===== src/rtl/ncr_pkg.sv =====
package ncr_pkg;

  // Direction of one coarse frequency correction
  typedef enum logic [1:0] {
    STEP_HOLD = 2'd0,
    STEP_UP   = 2'd1,
    STEP_DOWN = 2'd2
  } step_e;

  localparam int unsigned BIT_DIV_DEF   = 128;
  localparam int unsigned SAMP_DIV_DEF  = 8;
  localparam int unsigned SAT_DEF       = 192;
  localparam int unsigned PHASE_W_DEF   = 8;
  localparam int unsigned FREQ_W_DEF    = 15;
  localparam int unsigned DAC_W_DEF     = 16;
  localparam int unsigned WEIGHT_DEF    = 64;
  localparam int unsigned FREQ_INIT_DEF = 512;

endpackage


===== src/rtl/ncr_input_sync.sv =====
// Reset release synchroniser and data-transition detector.
module ncr_input_sync #(
  parameter int unsigned SYNC_STAGES = 2
) (
  input  logic clk,
  input  logic rst_n_a,
  input  logic data_i,
  output logic rst_n_s,
  output logic edge_o
);

  logic [1:0]           rst_q;
  logic [SYNC_STAGES:0] pipe_q;
  logic [SYNC_STAGES:0] pipe_nxt;

  // reset asserts at once, releases after two edges
  always_ff @(posedge clk or negedge rst_n_a) begin
    if (!rst_n_a) rst_q <= '0;
    else          rst_q <= {rst_q[0], 1'b1};
  end

  assign rst_n_s = rst_q[1];

  always_comb begin
    pipe_nxt = {pipe_q[SYNC_STAGES-1:0], data_i};
  end

  always_ff @(posedge clk or negedge rst_n_s) begin
    if (!rst_n_s) pipe_q <= '0;
    else          pipe_q <= pipe_nxt;
  end

  // a change between the two newest synchronised samples
  assign edge_o = pipe_q[SYNC_STAGES] ^ pipe_q[SYNC_STAGES-1];

endmodule


===== src/rtl/ncr_divider.sv =====
// Free-running divider producing the bit clock and the sample clock.
// Both ratios must be powers of two, SAMP_DIV below BIT_DIV.
module ncr_divider #(
  parameter int unsigned BIT_DIV  = 128,
  parameter int unsigned SAMP_DIV = 8
) (
  input  logic clk,
  input  logic rst_n,
  output logic bit_clk_o,
  output logic samp_clk_o,
  output logic fall_o
);

  localparam int unsigned CW = $clog2(BIT_DIV);
  localparam int unsigned SW = $clog2(SAMP_DIV);

  logic [CW-1:0] cnt_q;
  logic [CW-1:0] cnt_nxt;

  always_comb begin
    cnt_nxt = cnt_q + CW'(1);
  end

  always_ff @(posedge clk or negedge rst_n) begin
    if (!rst_n) cnt_q <= '0;
    else        cnt_q <= cnt_nxt;
  end

  assign bit_clk_o  = cnt_q[CW-1];
  assign samp_clk_o = cnt_q[SW-1];
  // the edge that wraps the count is the bit clock's falling edge
  assign fall_o     = (cnt_q == CW'(BIT_DIV - 1));

endmodule


===== src/rtl/ncr_period_meter.sv =====
// Elapsed-time counter: restarts on transitions, saturates, yields the
// phase sample and the period measurement.
module ncr_period_meter #(
  parameter int unsigned SAT     = 192,
  parameter int unsigned PHASE_W = 8,
  localparam int unsigned CW     = $clog2(SAT + 1)
) (
  input  logic               clk,
  input  logic               rst_n,
  input  logic               edge_i,
  input  logic               fall_i,
  output logic [PHASE_W-1:0] phase_o,
  output logic               meas_valid_o,
  output logic [CW-1:0]      period_o
);

  localparam logic [CW-1:0] SAT_V = CW'(SAT);

  logic [CW-1:0]      cnt_q, cnt_nxt;
  logic [PHASE_W-1:0] phase_q;
  logic               sat_w;
  logic               phase_en;

  assign sat_w = (cnt_q == SAT_V);

  always_comb begin
    if (edge_i)     cnt_nxt = '0;
    else if (sat_w) cnt_nxt = SAT_V;
    else            cnt_nxt = cnt_q + CW'(1);
  end

  assign phase_en = fall_i && !sat_w;

  // starts saturated so that the first transition measures nothing
  always_ff @(posedge clk or negedge rst_n) begin
    if (!rst_n) cnt_q <= SAT_V;
    else        cnt_q <= cnt_nxt;
  end

  always_ff @(posedge clk or negedge rst_n) begin
    if (!rst_n)        phase_q <= '0;
    else if (phase_en) phase_q <= PHASE_W'(cnt_q);
  end

  assign phase_o      = phase_q;
  assign meas_valid_o = edge_i && !sat_w;
  assign period_o     = cnt_q + CW'(1);

endmodule


===== src/rtl/ncr_freq_loop.sv =====
// Coarse frequency register and the weighted control-word adder.
module ncr_freq_loop
  import ncr_pkg::*;
#(
  parameter int unsigned PERIOD_W  = 8,
  parameter int unsigned PHASE_W   = 8,
  parameter int unsigned FREQ_W    = 15,
  parameter int unsigned DAC_W     = 16,
  parameter int unsigned NOMINAL   = 128,
  parameter int unsigned WEIGHT    = 64,
  parameter int unsigned FREQ_INIT = 512
) (
  input  logic                clk,
  input  logic                rst_n,
  input  logic                meas_valid_i,
  input  logic [PERIOD_W-1:0] period_i,
  input  logic [PHASE_W-1:0]  phase_i,
  output logic [DAC_W-1:0]    dac_o
);

  localparam int unsigned WSH   = $clog2(WEIGHT);
  localparam int unsigned SUM_W = FREQ_W + WSH + 1;
  localparam logic [FREQ_W-1:0] FREQ_MAX = '1;
  localparam logic [DAC_W-1:0]  DAC_MAX  = '1;
  localparam longint unsigned   INIT_SUM = longint'(FREQ_INIT) * longint'(WEIGHT);
  localparam longint unsigned   DAC_MAXL = (longint'(1) << DAC_W) - 1;
  localparam logic [DAC_W-1:0]  DAC_INIT = (INIT_SUM > DAC_MAXL) ? DAC_MAX : DAC_W'(INIT_SUM);

  step_e              step;
  logic [FREQ_W-1:0]  freq_q, freq_nxt;
  logic [SUM_W-1:0]   sum;
  logic [DAC_W-1:0]   dac_q, dac_nxt;

  always_comb begin
    step = STEP_HOLD;
    if (meas_valid_i) begin
      if (period_i < PERIOD_W'(NOMINAL))      step = STEP_UP;
      else if (period_i > PERIOD_W'(NOMINAL)) step = STEP_DOWN;
    end
  end

  always_comb begin
    freq_nxt = freq_q;
    case (step)
      STEP_UP:   if (freq_q != FREQ_MAX) freq_nxt = freq_q + FREQ_W'(1);
      STEP_DOWN: if (freq_q != '0)       freq_nxt = freq_q - FREQ_W'(1);
      default:   freq_nxt = freq_q;
    endcase
  end

  always_comb begin
    sum     = (SUM_W'(freq_nxt) << WSH) + SUM_W'(phase_i);
    dac_nxt = (sum > SUM_W'(DAC_MAX)) ? DAC_MAX : sum[DAC_W-1:0];
  end

  always_ff @(posedge clk or negedge rst_n) begin
    if (!rst_n) begin
      freq_q <= FREQ_W'(FREQ_INIT);
      dac_q  <= DAC_INIT;
    end else if (meas_valid_i) begin
      freq_q <= freq_nxt;
      dac_q  <= dac_nxt;
    end
  end

  assign dac_o = dac_q;

endmodule


===== src/rtl/nrz_clock_recovery.sv =====
module nrz_clock_recovery
  import ncr_pkg::*;
#(
  parameter int unsigned BIT_DIV   = BIT_DIV_DEF,
  parameter int unsigned SAMP_DIV  = SAMP_DIV_DEF,
  parameter int unsigned SAT       = SAT_DEF,
  parameter int unsigned PHASE_W   = PHASE_W_DEF,
  parameter int unsigned FREQ_W    = FREQ_W_DEF,
  parameter int unsigned DAC_W     = DAC_W_DEF,
  parameter int unsigned WEIGHT    = WEIGHT_DEF,
  parameter int unsigned FREQ_INIT = FREQ_INIT_DEF
) (
  input  logic               clk_vco_i,
  input  logic               rst_n_i,
  input  logic               data_i,
  output logic               bit_clk_o,
  output logic               samp_clk_o,
  output logic [PHASE_W-1:0] phase_o,
  output logic [DAC_W-1:0]   dac_word_o
);

  localparam int unsigned PERIOD_W = $clog2(SAT + 1);

  logic                rst_n_s;
  logic                edge_det;
  logic                fall_evt;
  logic                meas_valid;
  logic [PERIOD_W-1:0] period;

  ncr_input_sync #(.SYNC_STAGES(2)) u_sync (
    .clk     (clk_vco_i),
    .rst_n_a (rst_n_i),
    .data_i  (data_i),
    .rst_n_s (rst_n_s),
    .edge_o  (edge_det)
  );

  ncr_divider #(.BIT_DIV(BIT_DIV), .SAMP_DIV(SAMP_DIV)) u_div (
    .clk        (clk_vco_i),
    .rst_n      (rst_n_s),
    .bit_clk_o  (bit_clk_o),
    .samp_clk_o (samp_clk_o),
    .fall_o     (fall_evt)
  );

  ncr_period_meter #(.SAT(SAT), .PHASE_W(PHASE_W)) u_meter (
    .clk          (clk_vco_i),
    .rst_n        (rst_n_s),
    .edge_i       (edge_det),
    .fall_i       (fall_evt),
    .phase_o      (phase_o),
    .meas_valid_o (meas_valid),
    .period_o     (period)
  );

  ncr_freq_loop #(
    .PERIOD_W (PERIOD_W),
    .PHASE_W  (PHASE_W),
    .FREQ_W   (FREQ_W),
    .DAC_W    (DAC_W),
    .NOMINAL  (BIT_DIV),
    .WEIGHT   (WEIGHT),
    .FREQ_INIT(FREQ_INIT)
  ) u_freq (
    .clk          (clk_vco_i),
    .rst_n        (rst_n_s),
    .meas_valid_i (meas_valid),
    .period_i     (period),
    .phase_i      (phase_o),
    .dac_o        (dac_word_o)
  );

endmodule


===== config.mk =====
export PLATFORM = sky130hd
export DESIGN_NAME = nrz_clock_recovery
export DESIGN_NICKNAME = d
export VERILOG_FILES = /design/src/rtl/ncr_pkg.sv /design/src/rtl/ncr_input_sync.sv /design/src/rtl/ncr_divider.sv /design/src/rtl/ncr_period_meter.sv /design/src/rtl/ncr_freq_loop.sv /design/src/rtl/nrz_clock_recovery.sv
export SDC_FILE = /design/constraint.sdc
export NUM_CORES = 1
export LEC_CHECK = 0
export BUFFER_PORTS_ARGS = -buffer_cell sky130_fd_sc_hd__buf_2
export CELL_PAD_IN_SITES_DETAIL_PLACEMENT = 1
export CELL_PAD_IN_SITES_GLOBAL_PLACEMENT = 2
export CORE_MARGIN = 10
export CORE_UTILIZATION = 44
export CTS_BUF_LIST = sky130_fd_sc_hd__clkbuf_2
export CTS_CLUSTER_DIAMETER = 100
export DETAILED_ROUTE_END_ITERATION = 10
export PLACE_DENSITY = 0.94
export SYNTH_ARGS = -nofsm -noshare
export SYNTH_HDL_FRONTEND = slang
export SYNTH_SLANG_ARGS = --single-unit

===== constraint.sdc =====
create_clock -name clk_vco_i -period 3.2 [get_ports clk_vco_i]
set_input_delay 0.16 -clock clk_vco_i [delete_from_list [all_inputs] [get_ports clk_vco_i]]
set_output_delay 0.16 -clock clk_vco_i [all_outputs]
set_load 0.005 [all_outputs]

==> flow_summary.yaml, run 1 <==
routing:
  drt-vias-per-instance: 6.91
  route.detailed.drc: 0
  ant_nets: 0
  wl_per_cell_um: 31.9
  drtIter0Drc: 500
  drt-total-wl_um: 18300
  vias: 3952
  first_pass_iters: 5
critical_path:
  timing.rr.end: "u_freq.dac_o[13]"
  path_max_fanout: 5
  critPathKind: "flip-flop to flip-flop"
  r2r-start: "u_meter.cnt_q[0]"
  worst-r2r-cell-count: 15
  cp-end-kind: "flip-flop"
  r2r_slack_ns: -0.49
  cp.required_ns: 3.69
  cp-start-kind: "flip-flop"
  arrival_ns: 4.17
sta:
  finalCritPeriodShare: 1.15
  setup_viol: 16
  layout_setup_ws_ns: -0.485
  post-route-min-period_ns: 3.69
  max_slew_margin: 0.496
  hold_viol: 0
  fmax_mhz: 271
  slew_viol_final: 0
  tightestPinTransition_ns: 0.756
  rsz0062_at_grt: "yes"
  skew_ns: 0.0493
place:
  dpl_worst_slack_ns: -0.217
  dpl.hpwl_um: 9350
  placed_area_um2: 4380
  place_congestion: 1.05
  dp_cells: 535
  io_buffer_count: 28
synth:
  synth-xor-area-share: 0.0562
  muxShareOfSynthArea: 0.0376
  synth_enable_flop_cells: 0
  avgSynthCellArea_um2: 10.5
  yosys.area_share.simple: 0.215
  synth_seq_cells: 59
  ys.flop_type: "dfrtp_1"
  synth_adder_area_share: 0.0302
  synth_compound_area_frac: 0.185
  synth_cell_types: 82
  ys_warn_count: 0
  syn_nets: 349
  async_flop_share: 1.00
  syn_inst: 338
  ys_seq_area_frac: 0.416
  netlist_area_um2: 3560
  synth_top_family_by_area: "simple AND/OR/NAND/NOR gates"
grt:
  grt_max_degree: 33
  gr-usage-all-layers: 0.279
  grt_pass1_wl_um: 25200
  antenna_found_initial: 1
  grt_overflow: 0
  grt_pass1_vias: 4120
floorplanning:
  rows: 32
  die_h_um: 110
  floorplan.initialDensity: 0.456
  die_w_um: 110
  fp.dieArea_um2: 12100
  pin_count: 29
  coreArea_um2: 7810
cts:
  htreeDepth: 3
  clk_pin_slew_worst_paths_ns: 0.25
  cts_root_buffer: "clkbuf_2"
  clk_latency_ns: 0.59
  numCtsBuffers: 9
  cts.sinks: 59
  clock_path_buffers: 2
  cts_tree: "done"
power_and_ir_drop:
  clkPwrFrac: 0.153
  p_leak_nw: 2.07
  power.share.switching: 0.456
  p_comb_frac: 0.506
  pwr-share-seq: 0.341
  ir_drop_uv: 465
  power_density_nw_per_um2: 689
  internal_power_mw: 1.80
  power.switching_mw: 1.51
layout:
  drive_gt1_frac: 0.473
  final_cell_mix: "101 x buf_4, 54 x dfrtp_1, 28 x buf_2, 18 x nor2_1, 17 x nand3_1"
  num-nets-final: 475
  final-instance-count-excl-fill: 572
  utilization: 0.615
  area_growth_pct: 34.9
  fill_cells: 831
  fin_area_um2: 4800
  final_common_cell: "buf_4"
status:
  status: "complete, but fails checks"
  violations: "setup timing"
worst_hold_path:
  worstHoldStart: "data_i"
  min_to: "u_sync.pipe_q[0]"
  hold_class: "input pin to flip-flop"
  hold_depth: 2
run:
  cap_viol_max_count: 0
## final cells by class
class	count	area [um^2]	area share
well taps	102	128	0.0266
inverters	12	45.0	0.00938
clock buffers	9	45.0	0.00938
repair buffers	135	971	0.202
multi-input cells	247	2070	0.432
flip-flops and latches	59	1480	0.309
clock inverters	7	56.3	0.0117
diodes	1	2.50	0.000521
## kinds of logic after synthesis
logic type | Yosys count
flops | 59
fa+ha+maj | 8
compound gates | 76
mux | 11
xor+xnor | 22
other cells | 1
buf+inv | 32
simple gates | 129
## how the worst max path moves through the flow
stage                          start               end  slack [ns]
floorplan           u_meter.cnt_q[6]  u_freq.dac_o[10]       -0.06
global placement    u_meter.cnt_q[1]   u_freq.dac_o[2]       -0.02
detailed placement  u_meter.cnt_q[1]   u_freq.dac_o[0]       -0.22
CTS                 u_meter.cnt_q[6]  u_freq.dac_o[10]       -0.12
global route        u_meter.cnt_q[0]  u_freq.dac_o[13]       -0.52
finish              u_meter.cnt_q[0]  u_freq.dac_o[13]       -0.49
## cells in the mapped netlist, types with 5 or more instances
master / n / area [um^2]
a21oi_1: 6 / 30.0
and3_1: 6 / 37.5
buf_6: 5 / 56.3
clkbuf_1: 5 / 18.8
dfrtp_1: 55 / 1380
ha_1: 7 / 87.6
inv_1: 11 / 41.3
mux2_2: 9 / 101
nand2_1: 17 / 63.8
nand3_1: 19 / 95.1
nand4_1: 13 / 81.3
nor2_1: 18 / 67.6
nor3_1: 10 / 50.1
nor4_1: 8 / 50.1
o21ai_0: 8 / 40.0
o22a_1: 10 / 87.6
o22a_2: 5 / 50.1
or3_1: 7 / 43.8
xnor2_1: 15 / 131
xor2_1: 6 / 52.6
## per-layer routing
metal | global-route usage | routed length [um]
met4 | 0.136 | 1450
met5 | 0 | 0
met3 | 0.0702 | 1880
met2 | 0.474 | 8560
met1 | 0.321 | 6360
## power groups by stage
stage | sequential, mW | combinational (mW) | clock (mW)
finish | 1.13 | 1.68 | 0.505
global route | 1.13 | 1.72 | 0.531
CTS | 1.09 | 1.46 | 0.464
detailed placement | 1.09 | 1.30 | 0
global placement | 1.07 | 1.23 | 0
floorplan | 1.05 | 0.714 | 0
## worst max-delay path, stage by stage (launching register included)
cell	delay, ns
dfrtp_1	0.48
buf_4	0.18
nand3_1	0.17
o31a_2	0.46
o2bb2ai_4	0.21
nand3_4	0.15
mux2_2	0.34
nand2_2	0.11
ha_1	0.29
a21oi_1	0.13
buf_4	0.18
nor3_4	0.17
buf_6	0.14
nand4_1	0.19
xnor2_2	0.20
o22a_1	0.20
## sequential cells by signal, indices dropped and copies added, names as in the netlist
name             cells
u_freq.dac_o        16
u_freq.freq_q       15
u_meter.cnt_q        8
u_meter.phase_o      8
u_div.cnt_q          7
u_sync.pipe_q        3
u_sync.rst_q         2
## repair_timing
action                                  in CTS  in global routing
setup buffers                               13                  5
gates resized for setup                     19                 13
endpoints found under the setup margin      16                 16
hold buffers                                 3                  0
hold endpoints to repair                     3                  0
pin swaps                                   10                  3
## metrics by stage
stage | power [mW] | TNS [ns] | hold WS (ns)
final | 3.31 | -6.27 | 0.284
after global placement | 2.30 | -0.155 | -0.0554
after CTS | 3.01 | -1.29 | 0.256
after detailed placement | 2.39 | -2.94 | -0.0520
after global routing | 3.39 | -6.91 | 0.219
after floorplan | 1.76 | -0.259 | -0.136
Power figures use the tool's default switching activity.
==> inputs of run 2 (changes only) <==
--- a/config.mk
+++ b/config.mk
@@ -9,11 +9,12 @@
 export CELL_PAD_IN_SITES_DETAIL_PLACEMENT = 1
 export CELL_PAD_IN_SITES_GLOBAL_PLACEMENT = 2
 export CORE_MARGIN = 10
-export CORE_UTILIZATION = 44
+export CORE_UTILIZATION = 43
 export CTS_BUF_LIST = sky130_fd_sc_hd__clkbuf_2
 export CTS_CLUSTER_DIAMETER = 100
 export DETAILED_ROUTE_END_ITERATION = 10
-export PLACE_DENSITY = 0.94
+export PLACE_DENSITY = 0.95
 export SYNTH_ARGS = -nofsm -noshare
 export SYNTH_HDL_FRONTEND = slang
+export SYNTH_HIERARCHICAL = 1
 export SYNTH_SLANG_ARGS = --single-unit
==> flow_summary.yaml, run 2 <==
status:
  status: "complete, but fails checks"
  violations: "setup timing"
synth:
  ys_top_cells_by_area: "dfrtp_1 36%, nor2_1 4.6%, ha_1 2.9%"
  async_flop_share: 1.00
  yosys.area.top_type: "dfrtp_1"
  synth_seq_cells: 59
  ys_warn_count: 6
  syn_inst: 412
  syn_nets: 425
  ys.flop_type: "dfrtp_1"
  synth_cell_types: 77
  synth_top_area_share: 0.355
  avgSynthCellArea_um2: 9.40
  ys_seq_area_frac: 0.383
  synthTopCellsByCount: "55 x dfrtp_1, 47 x nor2_1, 27 x nand2_1"
  yosysMostFrequentCell: "dfrtp_1"
  netlist_area_um2: 3870
  synth_enable_flop_cells: 0
layout:
  fin_area_um2: 5280
  multi_input_area_um2: 2560
  drive_gt1_frac: 0.454
  fill_cells: 966
  final_cell_mix: "90 x buf_4, 53 x dfrtp_1, 45 x nor2_1, 28 x buf_2, 26 x nand2_1"
  final-instance-count-excl-fill: 638
  final_common_cell: "buf_4"
  num-nets-final: 537
  area_growth_pct: 36.3
  largest_register_ff_count: 16
  seqCellArea_um2: 1480
grt:
  grt_overflow: 0
  grt_max_degree: 58
  gr-usage-all-layers: 0.208
  antenna_found_initial: 1
  grt_pass1_vias: 4092
  grt_pass1_wl_um: 21900
cts:
  htreeDepth: 3
  cts_tree: "done"
  numCtsBuffers: 9
  clk_latency_ns: 0.50
  clock_path_buffers: 2
  clk_pin_slew_worst_paths_ns: 0.18
  cts.sinks: 59
  cts_root_buffer: "clkbuf_2"
routing:
  drt-total-wl_um: 15300
  ant_nets: 0
  drt-vias-per-instance: 6.16
  first_pass_iters: 4
  wl_per_cell_um: 24.0
  route.detailed.drc: 0
  drtIter0Drc: 270
  vias: 3931
place:
  dpl.hpwl_um: 9360
  placed_area_um2: 4650
  place_congestion: 0.919
  io_buffer_count: 28
  dpl_worst_slack_ns: -0.695
  dp_cells: 602
sta:
  skew_ns: 0.0401
  layout_setup_ws_ns: -0.868
  rsz0062_at_grt: "yes"
  post-route-min-period_ns: 4.07
  tightestPinTransition_ns: 0.754
  max_slew_margin: 0.497
  slew_viol_final: 0
  whs_ns: 0.324
  hold_viol: 0
  finalCritPeriodShare: 1.27
  setup_viol: 21
  fmax_mhz: 246
critical_path:
  crit_slowest_cell: "dfrtp_1"
  r2r_slack_ns: -0.87
  arrival_ns: 4.49
  cp.required_ns: 3.62
  worst-r2r-cell-count: 17
  cp-start-kind: "flip-flop"
  slowest_delay_ns: 0.47
  path_max_fanout: 8
  cp-end-kind: "flip-flop"
  path_cells: "buf_6, inv_1, ha_1, nand2_1, nor3_4, nor2_4, and3_4, inv_2, ha_4, nand2b_1, nor2_1, o21ai_1, o311a_2, nor4b_4, nand4_1, mux2_4, a31oi_4"
  timing.rr.end: "u_freq/dac_o[15]"
  critPathKind: "flip-flop to flip-flop"
  r2r-start: "u_meter/cnt_q[0]"
floorplanning:
  die_h_um: 115
  fp.dieArea_um2: 13200
  coreArea_um2: 8760
  floorplan.initialDensity: 0.442
  pin_count: 29
  die_w_um: 115
  rows: 34
power_and_ir_drop:
  power_density_nw_per_um2: 484
  clkPwrFrac: 0.195
  internal_power_mw: 1.49
  p_comb_frac: 0.423
  ir_drop_uv: 238
  p_leak_nw: 2.28
  pwr-share-seq: 0.382
  power.switching_mw: 1.07
  power.share.switching: 0.417
worst_hold_path:
  hold_class: "input pin to flip-flop"
  worstHoldStart: "data_i"
  hold_depth: 2
  min_to: "u_sync/pipe_q[0]"
run:
  cap_viol_max_count: 0
==> run 2: cell count changes after synthesis, moves of 6 or more <==
| cell | change |
|---|---|
| a21oi_2 | +7 |
| a21oi_1 | +14 |
| xor2_1 | +6 |
| xnor2_1 | -8 |
| nand3_1 | -6 |
| nand2_1 | +10 |
| nor2_1 | +29 |
| o22a_1 | -10 |
| nand4_1 | -8 |
| a31oi_1 | +10 |
==> run 2: worst max-delay path, delay by kind of cell (launching register included) <==
family          cells  cell delay, ns
compound gates      3            0.53
fa+ha+maj           2            0.45
buf+inv             3            0.36
flops               1            0.47
mux                 1            0.46
simple gates        8            1.74
==> run 2: metal layers <==
layer  global-route usage  vias to the layer above  share of wire
met5                    0                        -              0
met4               0.0743                        0          0.034
met3               0.0406                       42          0.047
met2                0.376                      141           0.54
met1                0.239                     2015           0.38
li1                     -                     1733              -
==> run 2: stage by stage <==
stage	TNS [ns]	total power, mW	util
after floorplan	-15.63	1.51	-
after global placement	-8.42	1.83	0.530
after detailed placement	-10.37	1.88	0.530
after CTS	-9.47	2.40	0.562
after global routing	-16.93	2.68	0.602
final	-12.78	2.56	0.602
==> run 2: logic make-up after synthesis <==
kind of cell	count (synthesis)	share of synthesized area
flip-flops	59	0.383
other	1	0.000968
multiplexers	13	0.0391
AO/OA/AOI/OAI	97	0.191
XOR/XNOR	19	0.0430
adder cells (fa/ha/maj)	10	0.0342
AND/OR/NAND/NOR	168	0.250
buffers and inverters	45	0.0591
==> run 2: area by class of cell <==
cell class | count | area share
clock inverters | 6 | 0.0109
clock buffers | 10 | 0.00948
inverters | 17 | 0.0121
diodes | 1 | 0.000474
well taps | 108 | 0.0256
repair buffers | 128 | 0.176
multi-input cells | 309 | 0.484
flip-flops and latches | 59 | 0.281
==> run 2: how the worst max path moves through the flow <==
stage	from	to	slack (ns)
after global routing	u_meter/cnt_q[0]	u_freq/dac_o[15]	-1.05
after detailed placement	u_meter/cnt_q[6]	u_freq/dac_o[8]	-0.69
final	u_meter/cnt_q[0]	u_freq/dac_o[15]	-0.87
after floorplan	u_meter/cnt_q[6]	u_freq/dac_o[12]	-1.04
after global placement	u_meter/cnt_q[6]	u_freq/dac_o[15]	-0.55
after CTS	u_meter/cnt_q[1]	u_freq/dac_o[4]	-0.63
==> run 2: timing repair <==
| action | in CTS | in global routing |
|---|---|---|
| gates cloned | 1 | 0 |
| endpoints found under the hold margin | 3 | 0 |
| endpoints found under the setup margin | 20 | 26 |
| setup buffers | 9 | 11 |
| pin swaps | 9 | 28 |
| resized for setup | 18 | 55 |
| hold buffers | 3 | 0 |
==> run 2: power groups by stage <==
| stage | Clock [mW] | Combinational (mW) | Sequential (mW) |
|---|---|---|---|
| after floorplan | 0 | 0.557 | 0.954 |
| after global placement | 0 | 0.857 | 0.972 |
| after detailed placement | 0 | 0.901 | 0.975 |
| after CTS | 0.503 | 0.935 | 0.960 |
| after global routing | 0.540 | 1.15 | 0.988 |
| final | 0.499 | 1.08 | 0.977 |
